[src/rtl/mdio_pkg.sv]
package mdio_pkg;
  localparam int AW = 5;   // PHY and register address width
  localparam int DW = 16;  // register data width
  localparam logic [1:0] OP_RD = 2'b10;
  localparam logic [1:0] OP_WR = 2'b01;
  localparam logic [AW-1:0] RA_CTRL = 5'd0;
  localparam logic [AW-1:0] RA_STAT = 5'd1;
  localparam int B_SRST = 15;
  localparam int B_PDN  = 11;
  localparam int B_ISO  = 10;
  localparam int B_ANEG = 3;
  typedef enum logic [2:0] {F_IDLE, F_START, F_HDR, F_TA, F_DATA} fstate_e;
endpackage

[src/rtl/mdio_frame.sv]
module mdio_frame
  import mdio_pkg::*;
#(
  parameter int PRE_LEN = 32
) (
  input  logic          clk,
  input  logic          rst,
  input  logic          mdio_i,
  input  logic [AW-1:0] phy_strap,
  input  logic [DW-1:0] rd_data,
  output logic [AW-1:0] reg_addr,
  output logic          wr_en,
  output logic [DW-1:0] wr_data,
  output logic          mdio_o,
  output logic          mdio_oe
);
  localparam int HDR_BITS = 2 + 2 * AW;
  localparam int MAXB     = (DW > HDR_BITS) ? DW : HDR_BITS;
  localparam int CW       = $clog2(MAXB) + 1;
  localparam int PW       = $clog2(PRE_LEN + 1);

  fstate_e               state;
  logic [PW-1:0]         pre_cnt;
  logic [CW-1:0]         cnt;
  logic [HDR_BITS-2:0]   hdr;
  logic [HDR_BITS-1:0]   hdr_full;
  logic [DW-1:0]         sh;
  logic                  is_rd, hit_q;
  logic [1:0]            op;
  logic [AW-1:0]         phy_fld;

  assign hdr_full = {hdr, mdio_i};
  assign op       = hdr_full[HDR_BITS-1 -: 2];
  assign phy_fld  = hdr_full[2*AW-1:AW];

  always_ff @(posedge clk) begin
    if (rst) begin
      state    <= F_IDLE;
      pre_cnt  <= '0;
      cnt      <= '0;
      hdr      <= '0;
      sh       <= '0;
      is_rd    <= 1'b0;
      hit_q    <= 1'b0;
      reg_addr <= '0;
      wr_en    <= 1'b0;
      wr_data  <= '0;
      mdio_o   <= 1'b0;
      mdio_oe  <= 1'b0;
    end else begin
      wr_en <= 1'b0;
      case (state)
        F_IDLE: begin
          if (mdio_i) begin
            if (pre_cnt != PW'(PRE_LEN)) pre_cnt <= pre_cnt + 1'b1;
          end else begin
            if (pre_cnt == PW'(PRE_LEN)) state <= F_START;
            pre_cnt <= '0;
          end
        end
        F_START: begin
          state <= mdio_i ? F_HDR : F_IDLE;
          cnt   <= '0;
        end
        F_HDR: begin
          hdr <= hdr_full[HDR_BITS-2:0];
          cnt <= cnt + 1'b1;
          if (cnt == CW'(HDR_BITS - 1)) begin
            cnt <= '0;
            if (op == OP_RD || op == OP_WR) begin
              state    <= F_TA;
              is_rd    <= (op == OP_RD);
              hit_q    <= (phy_fld == phy_strap) || (phy_fld == '0);
              reg_addr <= hdr_full[AW-1:0];
            end else begin
              state <= F_IDLE;
            end
          end
        end
        F_TA: begin
          cnt <= cnt + 1'b1;
          if (cnt == '0) begin
            sh <= rd_data;
            if (is_rd && hit_q) begin
              mdio_oe <= 1'b1;
              mdio_o  <= 1'b0;
            end
          end else begin
            state <= F_DATA;
            cnt   <= '0;
            if (is_rd && hit_q) begin
              mdio_o <= sh[DW-1];
              sh     <= {sh[DW-2:0], 1'b0};
            end
          end
        end
        F_DATA: begin
          cnt <= cnt + 1'b1;
          if (is_rd) begin
            mdio_o <= sh[DW-1];
            sh     <= {sh[DW-2:0], 1'b0};
          end else begin
            sh <= {sh[DW-2:0], mdio_i};
          end
          if (cnt == CW'(DW - 1)) begin
            state   <= F_IDLE;
            mdio_oe <= 1'b0;
            mdio_o  <= 1'b0;
            if (!is_rd && hit_q) begin
              wr_en   <= 1'b1;
              wr_data <= {sh[DW-2:0], mdio_i};
            end
          end
        end
        default: state <= F_IDLE;
      endcase
    end
  end

  // the first driven turnaround bit is a zero
  a_r2_ta_low: assert property (@(posedge clk) disable iff (rst)
    $rose(mdio_oe) |-> !mdio_o);
  // the line is driven only for an accepted read
  a_r1_drive_needs_hit: assert property (@(posedge clk) disable iff (rst)
    mdio_oe |-> (hit_q && is_rd));
  // nothing is driven while hunting for a preamble
  a_r10_idle_quiet: assert property (@(posedge clk) disable iff (rst)
    (state == F_IDLE) |-> !mdio_oe);
endmodule

[src/rtl/mgmt_regs.sv]
module mgmt_regs
  import mdio_pkg::*;
(
  input  logic          clk,
  input  logic          por,
  input  logic          pin_rst,
  input  logic          wr_en,
  input  logic [AW-1:0] reg_addr,
  input  logic [DW-1:0] wr_data,
  output logic [DW-1:0] rd_data,
  input  logic          iso_def,
  input  logic          iso_pin,
  input  logic          pd_pin,
  input  logic          aneg,
  input  logic          seq_done,
  output logic          soft_req,
  output logic          pd_exit,
  output logic          pwrdn_o,
  output logic          isolate_o
);
  logic sr_q, pd_q, iso_q;
  logic ctrl_wr;
  logic unused_wr_bits;

  assign ctrl_wr  = wr_en && (reg_addr == RA_CTRL);
  assign soft_req = ctrl_wr && wr_data[B_SRST];
  assign pd_exit  = pwrdn_o && !(pd_q || pd_pin);
  assign unused_wr_bits = ^{wr_data[14:12], wr_data[9:0]};

  always_ff @(posedge clk) begin
    if (por || pin_rst) begin
      sr_q  <= 1'b0;
      pd_q  <= 1'b0;
      iso_q <= iso_def;
    end else begin
      if (seq_done) sr_q <= 1'b0;
      if (ctrl_wr) begin
        if (wr_data[B_SRST]) sr_q <= 1'b1;  // write beats self-clear
        pd_q  <= wr_data[B_PDN];
        iso_q <= wr_data[B_ISO];
      end
    end
  end

  always_ff @(posedge clk) begin
    if (por) begin
      pwrdn_o   <= 1'b0;
      isolate_o <= 1'b0;
    end else begin
      pwrdn_o   <= pd_q || pd_pin;
      isolate_o <= iso_q || iso_pin;
    end
  end

  always_comb begin
    rd_data = '0;
    if (reg_addr == RA_CTRL) begin
      rd_data[B_SRST] = sr_q;
      rd_data[B_PDN]  = pd_q;
      rd_data[B_ISO]  = iso_q;
    end else if (reg_addr == RA_STAT) begin
      rd_data[B_ANEG] = aneg;
    end
  end

  a_r4_pd_pin: assert property (@(posedge clk) disable iff (por)
    pd_pin |=> pwrdn_o);
  a_r5_iso_pin: assert property (@(posedge clk) disable iff (por)
    iso_pin |=> isolate_o);
  a_r7_sr_set: assert property (@(posedge clk) disable iff (por || pin_rst)
    (soft_req && !por && !pin_rst) |=> sr_q);
endmodule

[src/rtl/reset_seq.sv]
module reset_seq #(
  parameter int RST_CYCLES = 64
) (
  input  logic clk,
  input  logic por,
  input  logic hard,
  input  logic soft_req,
  input  logic pd_exit,
  output logic busy,
  output logic done
);
  localparam int CNTW = $clog2(RST_CYCLES + 1);
  logic [CNTW-1:0] cnt;
  logic            load;

  assign load = soft_req || pd_exit;
  assign busy = (cnt != '0);
  assign done = (cnt == CNTW'(1));

  always_ff @(posedge clk) begin
    if (por || hard)  cnt <= CNTW'(RST_CYCLES);
    else if (load)    cnt <= CNTW'(RST_CYCLES);
    else if (busy)    cnt <= cnt - 1'b1;
  end

  a_r8_hard: assert property (@(posedge clk) disable iff (por)
    hard |=> busy);
  a_r12_restart: assert property (@(posedge clk) disable iff (por || hard)
    (load && done) |=> (cnt == CNTW'(RST_CYCLES)));
endmodule

[src/rtl/mdio_mgmt_slave.sv]
module mdio_mgmt_slave
  import mdio_pkg::*;
#(
  parameter int PRE_LEN    = 32,
  parameter int RST_CYCLES = 64
) (
  input  logic          mdc,
  input  logic          por,
  input  logic          rst_pin_n,
  input  logic [AW-1:0] phy_addr_strap,
  input  logic          iso_default_strap,
  input  logic          iso_pin,
  input  logic          pwrdn_pin,
  input  logic          aneg_strap,
  input  logic          mdio_i,
  output logic          mdio_o,
  output logic          mdio_oe,
  output logic          chip_reset_o,
  output logic          pwrdn_o,
  output logic          isolate_o
);
  logic [AW-1:0] reg_addr;
  logic [DW-1:0] rd_data, wr_data;
  logic          wr_en, soft_req, pd_exit, seq_done;

  mdio_frame #(.PRE_LEN(PRE_LEN)) u_frame (
    .clk(mdc), .rst(por), .mdio_i(mdio_i), .phy_strap(phy_addr_strap),
    .rd_data(rd_data), .reg_addr(reg_addr), .wr_en(wr_en), .wr_data(wr_data),
    .mdio_o(mdio_o), .mdio_oe(mdio_oe)
  );

  mgmt_regs u_regs (
    .clk(mdc), .por(por), .pin_rst(!rst_pin_n), .wr_en(wr_en),
    .reg_addr(reg_addr), .wr_data(wr_data), .rd_data(rd_data),
    .iso_def(iso_default_strap), .iso_pin(iso_pin), .pd_pin(pwrdn_pin),
    .aneg(aneg_strap), .seq_done(seq_done), .soft_req(soft_req),
    .pd_exit(pd_exit), .pwrdn_o(pwrdn_o), .isolate_o(isolate_o)
  );

  reset_seq #(.RST_CYCLES(RST_CYCLES)) u_rst (
    .clk(mdc), .por(por), .hard(!rst_pin_n), .soft_req(soft_req),
    .pd_exit(pd_exit), .busy(chip_reset_o), .done(seq_done)
  );
endmodule

[config.mk]
export PLATFORM = sky130hd
export DESIGN_NAME = mdio_mgmt_slave
export DESIGN_NICKNAME = d
export VERILOG_FILES = /design/src/rtl/mdio_pkg.sv /design/src/rtl/mdio_frame.sv /design/src/rtl/mgmt_regs.sv /design/src/rtl/reset_seq.sv /design/src/rtl/mdio_mgmt_slave.sv
export SDC_FILE = /design/constraint.sdc
export NUM_CORES = 1
export LEC_CHECK = 0
export ABC_AREA = 1
export BUFFER_PORTS_ARGS = -buffer_cell sky130_fd_sc_hd__buf_4
export CORE_ASPECT_RATIO = 0.7
export CORE_MARGIN = 1.5
export CORE_UTILIZATION = 25
export CTS_BUF_LIST = sky130_fd_sc_hd__clkbuf_2 sky130_fd_sc_hd__clkbuf_4 sky130_fd_sc_hd__clkbuf_8
export CTS_CLUSTER_DIAMETER = 30
export DETAILED_ROUTE_END_ITERATION = 16
export PLACE_DENSITY_LB_ADDON = 0.2
export SYNTH_ARGS = -nofsm -noshare
export SYNTH_HDL_FRONTEND = slang
export SYNTH_SLANG_ARGS = --single-unit
[constraint.sdc]
create_clock -name mdc -period 1.6 [get_ports mdc]
set_input_delay 0.08 -clock mdc [delete_from_list [all_inputs] [get_ports mdc]]
set_output_delay 0.08 -clock mdc [all_outputs]
set_load 0.03 [all_outputs]
==> impl_metrics.env, run 1 <==
export IMPL_htreeDepth=3
export IMPL_grt_pass1_vias=2471
export IMPL_synth_nets=457
export IMPL_first_iter_violations=146
export IMPL_crit_path_end_kind="primary output"
export IMPL_via_per_inst=4.26
export IMPL_die_w_um=136
export IMPL_worst_slew_pin_slew_ns=0.370
export IMPL_ctsLongestPathBuffers=2
export IMPL_netlist_area_um2=3090
export IMPL_clock_fmax_mhz=667
export IMPL_critPathMaxStageDelay_ns=0.39
export IMPL_yosys_area_top_type="dfxtp_1"
export IMPL_vias=2690
export IMPL_synth_warnings=0
export IMPL_avgSynthCellArea_um2=7.10
export IMPL_dp_hpwl_um=4980
export IMPL_grt_pass1_wl_um=11700
export IMPL_die_area_um2=13100
export IMPL_worstSkewPairLatency_ns=0.35
export IMPL_nets=491
export IMPL_detail_route_antenna_nets=0
export IMPL_grt_usage_pct=11.8
export IMPL_grt_max_degree=39
export IMPL_final_core_util_pct=31.9
export IMPL_crit_buf_inv=3
export IMPL_synth_commonest_cells="87 x nor2_1, 83 x nand2_1, 65 x dfxtp_1"
export IMPL_hold_ws_ns=0.0446
export IMPL_final_max_slew_viol_count=0
export IMPL_antenna_found_initial=0
export IMPL_num_rows=33
export IMPL_yosysTopAreaCellShare_pct=42.1
export IMPL_worst_clock_skew_ns=0.00992
export IMPL_fillCellCount=1294
export IMPL_yosysSeqAreaShare_pct=43.0
export IMPL_powerDensity_nw_per_um2=946
export IMPL_hold_class="in2reg"
export IMPL_place_gp_congestion=0.787
export IMPL_leakagePower_nw=1.62
export IMPL_cts_tree="yes"
export IMPL_period_share_pct=93.8
export IMPL_synth_area_leaders="dfxtp_1 42%, nor2_1 11%, nand2_1 10%"
export IMPL_fin_area_um2=3790
export IMPL_ys_flop_type="dfxtp_1"
export IMPL_cts_sinks=66
export IMPL_portBuffers=17
export IMPL_crit_path_cell_trace="inv_2 > ha_4 > nand2_1 > nor2_4 > inv_1 > buf_4"
export IMPL_setup_viol=0
export IMPL_async_reset_ff_share_pct=0
export IMPL_numCtsBuffers=9
export IMPL_fp_dieH_um=96.1
export IMPL_io_pins=18
export IMPL_worstSetupPathType="reg2out"
export IMPL_diodes=0
export IMPL_cp_start_kind="flop"
export IMPL_fin_cells=631
export IMPL_cp_slowest_cell="dfxtp_1"
export IMPL_post_dp_cell_area_um2=3470
export IMPL_drc=0
export IMPL_ys_types=33
export IMPL_first_pass_iters=4
export IMPL_area_growth_pct=22.6
export IMPL_synth_most_common_cell="nor2_1"
export IMPL_drive_above_1_share_pct=17.3
export IMPL_critical_path_top_delay_family="flip-flops"
export IMPL_fin_crit_ns=1.50
export IMPL_synth_edf_count=1
export IMPL_status="completed"
export IMPL_ir_drop_mv=0.303
export IMPL_root_buffer="clkbuf_8"
export IMPL_routed_wl_um=6900
export IMPL_clk_pin_slew_ns=0.07
export IMPL_initial_core_util_pct=26.0
export IMPL_grt_overflow=0
export IMPL_cp_data_required_time_ns=1.52
export IMPL_hold_viol_final=0
export IMPL_wl_per_cell_um=10.9
export IMPL_slew_headroom_pct=75.2
export IMPL_critPathMaxFanout=4
export IMPL_finalPower_mw=3.59
export IMPL_placedCellCount=612
export IMPL_ys_ff_latch=66
export IMPL_coreArea_um2=11900
export IMPL_cap_viol_max_count=0
export IMPL_cp_data_arrival_time_ns=1.42
export IMPL_synthCells=436
[stage by stage]
stage               setup WS [ns]  setup TNS [ns]
floorplan                   0.180               0
global placement           0.0169               0
detailed placement        0.00335               0
CTS                        0.0172               0
global route             -0.00741         -0.0123
finish                     0.0999               0
[layout make-up]
type                            count  area, um^2  share of cell area [%]
Clock buffer                       12         153                    4.02
Multi-Input combinational cell    309        1580                    41.6
Sequential cell                    66        1340                    35.2
Timing Repair Buffer               33         272                    7.16
Inverter                           51         194                    5.11
Tap cell                          157         196                    5.18
Clock inverter                      3        65.1                    1.72
[worst register-to-register path: stages, from the launching register on]
cell     delay, ns
dfxtp_2       0.33
inv_1         0.07
ha_1          0.14
inv_1         0.06
nor2_4        0.12
nand3_4       0.13
or2_1         0.29
nor2_2        0.15
nor2_1        0.07
nor2_1        0.08
[sequential cells by signal, summed over array words and instances, names as in the netlist, 3 cells and up]
signal / flops
u_frame.hdr: 11
u_rst.cnt: 7
u_frame.wr_data: 3
u_frame.reg_addr: 5
u_frame.pre_cnt: 6
u_frame.state: 3
u_frame.sh: 16
u_frame.cnt: 5
[where the power goes]
part           internal (mW)  leakage [nW]  switching, mW  total, mW
logic                  0.132         0.970          0.191      0.323
clock network          0.944         0.113          0.609       1.55
registers               1.68         0.538         0.0293       1.71
[placed cells by master, fill, tap and decap left out, types with 2 or more instances in the layout]
cell           instances
nand2_1               82
nor2_1                81
dfxtp_1               62
inv_1                 44
a21oi_1               33
o21ai_0               32
buf_4                 28
nand3_1               19
clkbuf_8              10
xor2_1                 8
inv_2                  6
nand4_1                6
nor2_2                 6
nor3_1                 6
ha_1                   5
nor2_4                 4
nand2_2                4
nand3_2                3
xnor2_1                3
dlygate4sd3_1          3
dfxtp_2                3
a21oi_2                2
nand2_4                2
nand3b_1               2
o21ai_1                2
ha_4                   2
bufinv_16              2
clkbuf_4               2
[cell families after synthesis]
kind of cell / Yosys count / share of synthesized area, %
fa+ha+maj: 8 / 3.24
flops: 66 / 43.0
compound gates: 70 / 11.5
simple gates: 220 / 31.1
buf+inv: 61 / 8.01
xor+xnor: 11 / 3.11
[per-layer routing]
layer | global-route usage, % | vias up | wire, um
met5 | 0 | - | 0
met4 | 4.88 | 0 | 105
met3 | 4.58 | 8 | 324
met2 | 16.1 | 41 | 2550
met1 | 16.4 | 1194 | 3920
li1 | - | 1447 | -
[timing repair]
| action | in CTS | in global routing |
|---|---|---|
| buffers inserted | 1 | 0 |
| setup endpoints to repair | 3 | 31 |
| cloned | 0 | 0 |
| hold buffers | 3 | 0 |
| hold endpoints to repair | 3 | 0 |
| pin swaps | 1 | 3 |
| gates resized for setup | 5 | 19 |
[final timing paths]
check	slack, ns	depth (start not counted)	endpoint	startpoint
worst max-delay path	0.1	6	chip_reset_o	u_rst.cnt[0]$_SDFFE_PP0P_
worst min-delay path	0.04	3	u_regs.sr_q$_SDFF_PN0_	rst_pin_n
worst max register to register	0.1	9	u_frame.sh[15]$_SDFFE_PP0P_	u_frame.cnt[0]$_SDFFE_PP0P_
worst min register to register	0.46	2	u_frame.sh[0]$_SDFFE_PP0P_	u_frame.sh[0]$_SDFFE_PP0P_
(Power assumes the default switching activity.)
==> run 2: changes to the inputs <==
--- a/config.mk
+++ b/config.mk
@@ -10,5 +10,5 @@
 export CORE_ASPECT_RATIO = 0.7
 export CORE_MARGIN = 1.5
-export CORE_UTILIZATION = 25
+export CORE_UTILIZATION = 63
 export CTS_BUF_LIST = sky130_fd_sc_hd__clkbuf_2 sky130_fd_sc_hd__clkbuf_4 sky130_fd_sc_hd__clkbuf_8
 export CTS_CLUSTER_DIAMETER = 30
==> constraint.sdc (replaced) <==
create_clock -name mdc -period 1.6 [get_ports mdc]
set_input_delay 0.32 -clock mdc [delete_from_list [all_inputs] [get_ports mdc]]
set_output_delay 0.32 -clock mdc [all_outputs]
set_load 0.03 [all_outputs]
==> run 2 against run 1 <==
Effect of this change: the run now ends with setup timing left; cell area shrank 1.5%; total power is 5.2% higher; non-clock buffer count up 1.
==> impl_metrics.env, run 2 (synthesized netlist as in run 1, its figures left out) <==
export IMPL_routed_wl_um=6850
export IMPL_worst_clock_skew_ns=0.00747
export IMPL_initial_core_util_pct=65.1
export IMPL_leakagePower_nw=1.65
export IMPL_clk_pin_slew_ns=0.07
export IMPL_drc=0
export IMPL_ctsHoldBuffers=0
export IMPL_via_per_inst=5.16
export IMPL_antenna_found_initial=0
export IMPL_num_rows=21
export IMPL_p_switching_mw=0.870
export IMPL_post_dp_cell_area_um2=3340
export IMPL_rsz0062_at_grt="true"
export IMPL_reg2reg_from="u_frame.state[1]$_SDFFE_PP0P_"
export IMPL_first_iter_violations=169
export IMPL_seqPwrFrac_pct=45.3
export IMPL_crit_buf_inv=2
export IMPL_finalSetupTns_ns=-0.0126
export IMPL_diodes=0
export IMPL_wl_per_cell_um=12.6
export IMPL_cts_sinks=66
export IMPL_cp_data_arrival_time_ns=1.29
export IMPL_sw_frac_of_total_pct=23.0
export IMPL_hold_ws_ns=0.184
export IMPL_period_share_pct=101
export IMPL_grt_overflow=0
export IMPL_hold_class="in2reg"
export IMPL_fp_dieH_um=61.6
export IMPL_slew_headroom_pct=75.7
export IMPL_hold_viol_final=0
export IMPL_final_max_slew_viol_count=0
export IMPL_cp_start_kind="flop"
export IMPL_die_area_um2=5350
export IMPL_regMostFlops="u_frame.sh"
export IMPL_p_int_mw=2.91
export IMPL_setup_viol=1
export IMPL_detail_route_antenna_nets=0
export IMPL_dp_hpwl_um=4490
export IMPL_critPathMaxFanout=3
export IMPL_worstSetupPathType="reg2out"
export IMPL_root_buffer="clkbuf_8"
export IMPL_fin_crit_ns=1.61
export IMPL_final_cell_mix="81 x nor2_1, 81 x nand2_1, 61 x dfxtp_1"
export IMPL_worst_slew_pin_slew_ns=0.362
export IMPL_coreArea_um2=4760
export IMPL_hold_start="iso_pin"
export IMPL_ir_drop_mv=0.841
export IMPL_power_frac_comb_pct=9.9
export IMPL_setup_slack_ns=-0.0126
export IMPL_grt_max_degree=30
export IMPL_startpoint="u_rst.cnt[2]$_SDFFE_PP0P_"
export IMPL_numCtsBuffers=9
export IMPL_portBuffers=17
export IMPL_crit_path_end_kind="primary output"
export IMPL_critical_path_top_delay_family="simple AND/OR/NAND/NOR gates"
export IMPL_largestRegisters="u_frame.sh (16), u_frame.hdr (11), u_rst.cnt (7)"
export IMPL_cts_tree="yes"
export IMPL_cp_slowest_cell="dfxtp_1"
export IMPL_fin_area_um2=3740
export IMPL_die_w_um=86.8
export IMPL_pwr_share_clk_pct=44.8
export IMPL_grt_pass1_vias=2355
export IMPL_critPathMaxStageDelay_ns=0.36
export IMPL_largest_reg_flops=16
export IMPL_grt_pass1_wl_um=10700
export IMPL_violations="setup timing"
export IMPL_ctsLongestPathBuffers=2
export IMPL_status="finished with violations"
export IMPL_cp_data_required_time_ns=1.28
export IMPL_place_gp_congestion=0.867
export IMPL_io_pins=18
export IMPL_first_pass_iters=4
export IMPL_crit_path_cell_trace="nor2_2 > nand2_4 > nor2_4 > inv_2 > buf_6"
export IMPL_powerDensity_nw_per_um2=1010
export IMPL_area_growth_pct=20.8
export IMPL_grt_usage_pct=26.6
export IMPL_cap_viol_max_count=0
export IMPL_nets=492
export IMPL_final_core_util_pct=78.6
export IMPL_worstSkewPairLatency_ns=0.35
export IMPL_htreeDepth=3
export IMPL_vias=2812
export IMPL_drive_above_1_share_pct=18.7
export IMPL_clock_fmax_mhz=620
-- run 2: cell count changes in the layout (fill, tap and decap cells not counted), sizes merged --
cell	previous run	this run
bufinv	2	3
dlygate4sd3	3	0
clkinvlp	0	1
buf	30	34
clkbuf	12	11
-- run 2: per-layer routing --
metal	GRT usage, %	share of wire [%]	vias to the layer above
li1	-	-	1461
met1	36.6	49	1261
met2	40.3	43	75
met3	7.51	5.5	15
met4	10.4	2.2	0
met5	0	0	-
-- run 2: cell type report --
class	instances	area, um^2
Sequential cell	66	1340
Tap cell	69	86.3
Inverter	51	201
Fill cell	333	1020
Multi-Input combinational cell	309	1600
Clock buffer	11	139
Clock inverter	5	103
Timing Repair Buffer	34	272
-- run 2: timing repair --
item	CTS	global route
buffers inserted	4	3
resized for setup	11	25
setup endpoints to repair	2	26
pin swaps	3	2
-- run 2: tightest hold or removal path, delay by kind of cell --
kind / cells / cell delay (ns)
buffers and inverters: 1 / 0.08
and+or+nand+nor: 2 / 0.10
-- run 2: power by group through the flow --
stage / Combinational, mW / Clock [mW] / Sequential [mW]
2_1_floorplan: 0.199 / 0 / 1.75
3_3_place_gp: 0.303 / 0 / 1.74
3_5_place_dp: 0.312 / 0 / 1.74
4_1_cts: 0.338 / 1.72 / 1.71
5_1_grt: 0.411 / 1.79 / 1.71
6_report: 0.374 / 1.69 / 1.71
-- run 2: final timing paths --
kind / end / slack, ns / cells after the start
setup reg to reg: u_frame.sh[15]$_SDFFE_PP0P_ / 0.10 / 7
hold / removal: u_regs.isolate_o$_SDFF_PP0_ / 0.18 / 3
setup / recovery: chip_reset_o / -0.01 / 5
hold reg to reg: u_frame.mdio_oe$_SDFFE_PP0P_ / 0.45 / 2
-- run 2: per-stage QoR --
step	worst slack (ns)	instances	power [mW]
floorplan	0.162	436	1.95
global placement	0.0505	522	2.05
detailed placement	0.0119	522	2.06
CTS	-0.00177	542	3.76
global route	-0.0774	545	3.92
finish	-0.0126	545	3.78
==> run 3: changes to the inputs <==
Settings changed: GPL_TIMING_DRIVEN set to 0, SETUP_SLACK_MARGIN set to 0.05.
==> run 3 against run 2 <==
Effect of this change: the flow still finishes with violations (setup timing); cell count up 2.0%; sequential share of layout area fell by 1.1 points; non-clock buffer count up 10; critical path depth increased by 1; wire length is 19% higher; register-to-register slack worse by 0.08 ns; utilization is 2.9 points higher; flip-flop and latch count unchanged; clock power is essentially flat; hold slack worse by 0.017 ns; count of clock-buffer cells in the layout rose by 2; critical endpoint unchanged; largest cell class unchanged; largest power group unchanged.
==> impl_metrics.env, run 3 (synthesized netlist as in run 1, its figures left out) <==
export IMPL_first_pass_iters=5
export IMPL_drive_above_1_share_pct=23.0
export IMPL_place_gp_congestion=0.858
export IMPL_htreeDepth=3
export IMPL_sw_frac_of_total_pct=24.4
export IMPL_area_growth_pct=25.3
export IMPL_detail_route_antenna_nets=0
export IMPL_p_int_mw=2.86
export IMPL_hold_start="iso_pin"
export IMPL_finalSetupTns_ns=-0.0525
export IMPL_pwr_share_clk_pct=44.6
export IMPL_cap_viol_max_count=0
export IMPL_vias=3091
export IMPL_fillCellCount=295
export IMPL_die_w_um=86.8
export IMPL_grt_max_degree=12
export IMPL_critPathMaxFanout=3
export IMPL_portBuffers=16
export IMPL_ctsLongestPathBuffers=2
export IMPL_finalPower_mw=3.79
export IMPL_setup_viol=1
export IMPL_holdPathStages=3
export IMPL_nets=503
export IMPL_first_iter_violations=238
export IMPL_clock_fmax_mhz=605
export IMPL_powerDensity_nw_per_um2=978
export IMPL_grt_pass1_vias=2666
export IMPL_worst_r2r_path_depth=7
export IMPL_setup_slack_ns=-0.0525
export IMPL_hold_class="in2reg"
export IMPL_clk_pin_slew_ns=0.07
export IMPL_die_area_um2=5350
export IMPL_diodes=0
export IMPL_seqCellArea_um2=1350
export IMPL_cp_data_arrival_time_ns=1.33
export IMPL_final_max_slew_viol_count=0
export IMPL_grt_pass1_wl_um=12000
export IMPL_num_rows=21
export IMPL_fp_dieH_um=61.6
export IMPL_cts_tree="yes"
export IMPL_routed_wl_um=8170
export IMPL_p_switching_mw=0.925
export IMPL_ff2ff_setup_slack_ns=0.02
export IMPL_worstSetupPathType="reg2out"
export IMPL_status="finished with violations"
export IMPL_cts_sinks=66
export IMPL_cp_data_required_time_ns=1.28
export IMPL_drc=0
export IMPL_grt_usage_pct=30.0
export IMPL_ir_drop_mv=0.785
export IMPL_seqPwrFrac_pct=45.2
export IMPL_fin_crit_ns=1.65
export IMPL_worst_clock_skew_ns=0.00763
export IMPL_numCtsBuffers=9
export IMPL_hold_viol_final=0
export IMPL_regMostFlops="u_frame.sh"
export IMPL_power_frac_comb_pct=10.2
export IMPL_r2r_end="u_frame.wr_data[15]$_SDFFE_PP0P_"
export IMPL_reg2reg_from="u_frame.cnt[1]$_SDFFE_PP0P_"
export IMPL_io_pins=18
export IMPL_largestRegisters="u_frame.sh (16), u_frame.hdr (11), u_rst.cnt (7)"
export IMPL_via_per_inst=5.56
export IMPL_final_cell_mix="81 x nor2_1, 79 x nand2_1, 56 x dfxtp_1"
export IMPL_wl_per_cell_um=14.7
export IMPL_largest_reg_flops=16
export IMPL_cp_start_kind="flop"
export IMPL_period_share_pct=103
export IMPL_root_buffer="clkbuf_8"
export IMPL_layout_commonest_cell="nor2_1"
export IMPL_slew_headroom_pct=62.4
export IMPL_leakagePower_nw=1.69
export IMPL_crit_path_end_kind="primary output"
export IMPL_coreArea_um2=4760
export IMPL_worst_slew_pin_slew_ns=0.564
export IMPL_rsz0062_at_grt="true"
export IMPL_antenna_found_initial=0
export IMPL_hold_end="u_regs.isolate_o$_SDFF_PP0_"
export IMPL_grt_overflow=0
export IMPL_violations="setup timing"
export IMPL_multi_input_area_um2=1650
export IMPL_dp_hpwl_um=4820
export IMPL_worstSkewPairLatency_ns=0.36
export IMPL_initial_core_util_pct=65.1
-- run 3: per-stage QoR --
step | setup slack, ns | cells | cell area, um^2 | hold slack (ns) | utilization, %
after floorplan | 0.162 | 436 | 3090 | 0.424 | -
after global placement | -0.0541 | 521 | 3300 | 0.440 | 69.4
after detailed placement | -0.0772 | 521 | 3300 | 0.447 | 69.4
after CTS | 0.00197 | 544 | 3660 | 0.168 | 77.0
after global routing | -0.0930 | 556 | 3880 | 0.184 | 81.5
final | -0.0525 | 556 | 3880 | 0.167 | 81.5
-- run 3: critical path: stages (launching register included) --
cell and delay, ns:
dfxtp_2 0.33, inv_2 0.08, ha_4 0.17, nand2_4 0.06, nor2_4 0.13, inv_2 0.06, buf_6 0.13
-- run 3: worst max-delay path by stage --
stage	start	endpoint	slack [ns]
floorplan	u_rst.cnt[0]$_SDFFE_PP0P_	chip_reset_o	0.16
global placement	u_rst.cnt[0]$_SDFFE_PP0P_	chip_reset_o	-0.05
detailed placement	u_rst.cnt[0]$_SDFFE_PP0P_	chip_reset_o	-0.08
CTS	u_rst.cnt[1]$_SDFFE_PP0P_	chip_reset_o	0.002
global route	u_rst.cnt[0]$_SDFFE_PP0P_	chip_reset_o	-0.09
finish	u_rst.cnt[0]$_SDFFE_PP0P_	chip_reset_o	-0.05
-- run 3: routing by layer --
layer	vias to the layer above	share of wire (%)	global-route usage [%]
met1	1432	44	37.2
met5	-	0	0
met2	144	46	49.1
met3	28	7.7	9.65
li1	1487	-	-
met4	0	2.3	12.9
-- run 3: final cells by class --
| class | count | area share [%] |
|---|---|---|
| clock inverter | 3 | 1.78 |
| timing repair inverter | 1 | 0.161 |
| tap | 69 | 2.23 |
| inverter | 51 | 5.26 |
| timing repair buffer | 34 | 7.13 |
| buffer | 10 | 1.65 |
| clock buffer | 13 | 4.45 |
| multi-input combinational | 309 | 42.6 |
| sequential | 66 | 34.8 |
-- run 3: power groups by stage --
| stage | combinational, mW | sequential [mW] | clock (mW) |
|---|---|---|---|
| 4_1_cts | 0.323 | 1.71 | 1.69 |
| 3_3_place_gp | 0.276 | 1.75 | 0 |
| 3_5_place_dp | 0.288 | 1.75 | 0 |
| 2_1_floorplan | 0.199 | 1.75 | 0 |
| 6_report | 0.386 | 1.71 | 1.69 |
| 5_1_grt | 0.419 | 1.72 | 1.77 |
-- run 3: what timing repair did --
item	4_1_cts	5_1_grt
setup endpoints to repair	29	34
hold buffers	0	0
pin swaps	6	16
gates resized for setup	23	42
buffers inserted	7	10
cloned	0	2
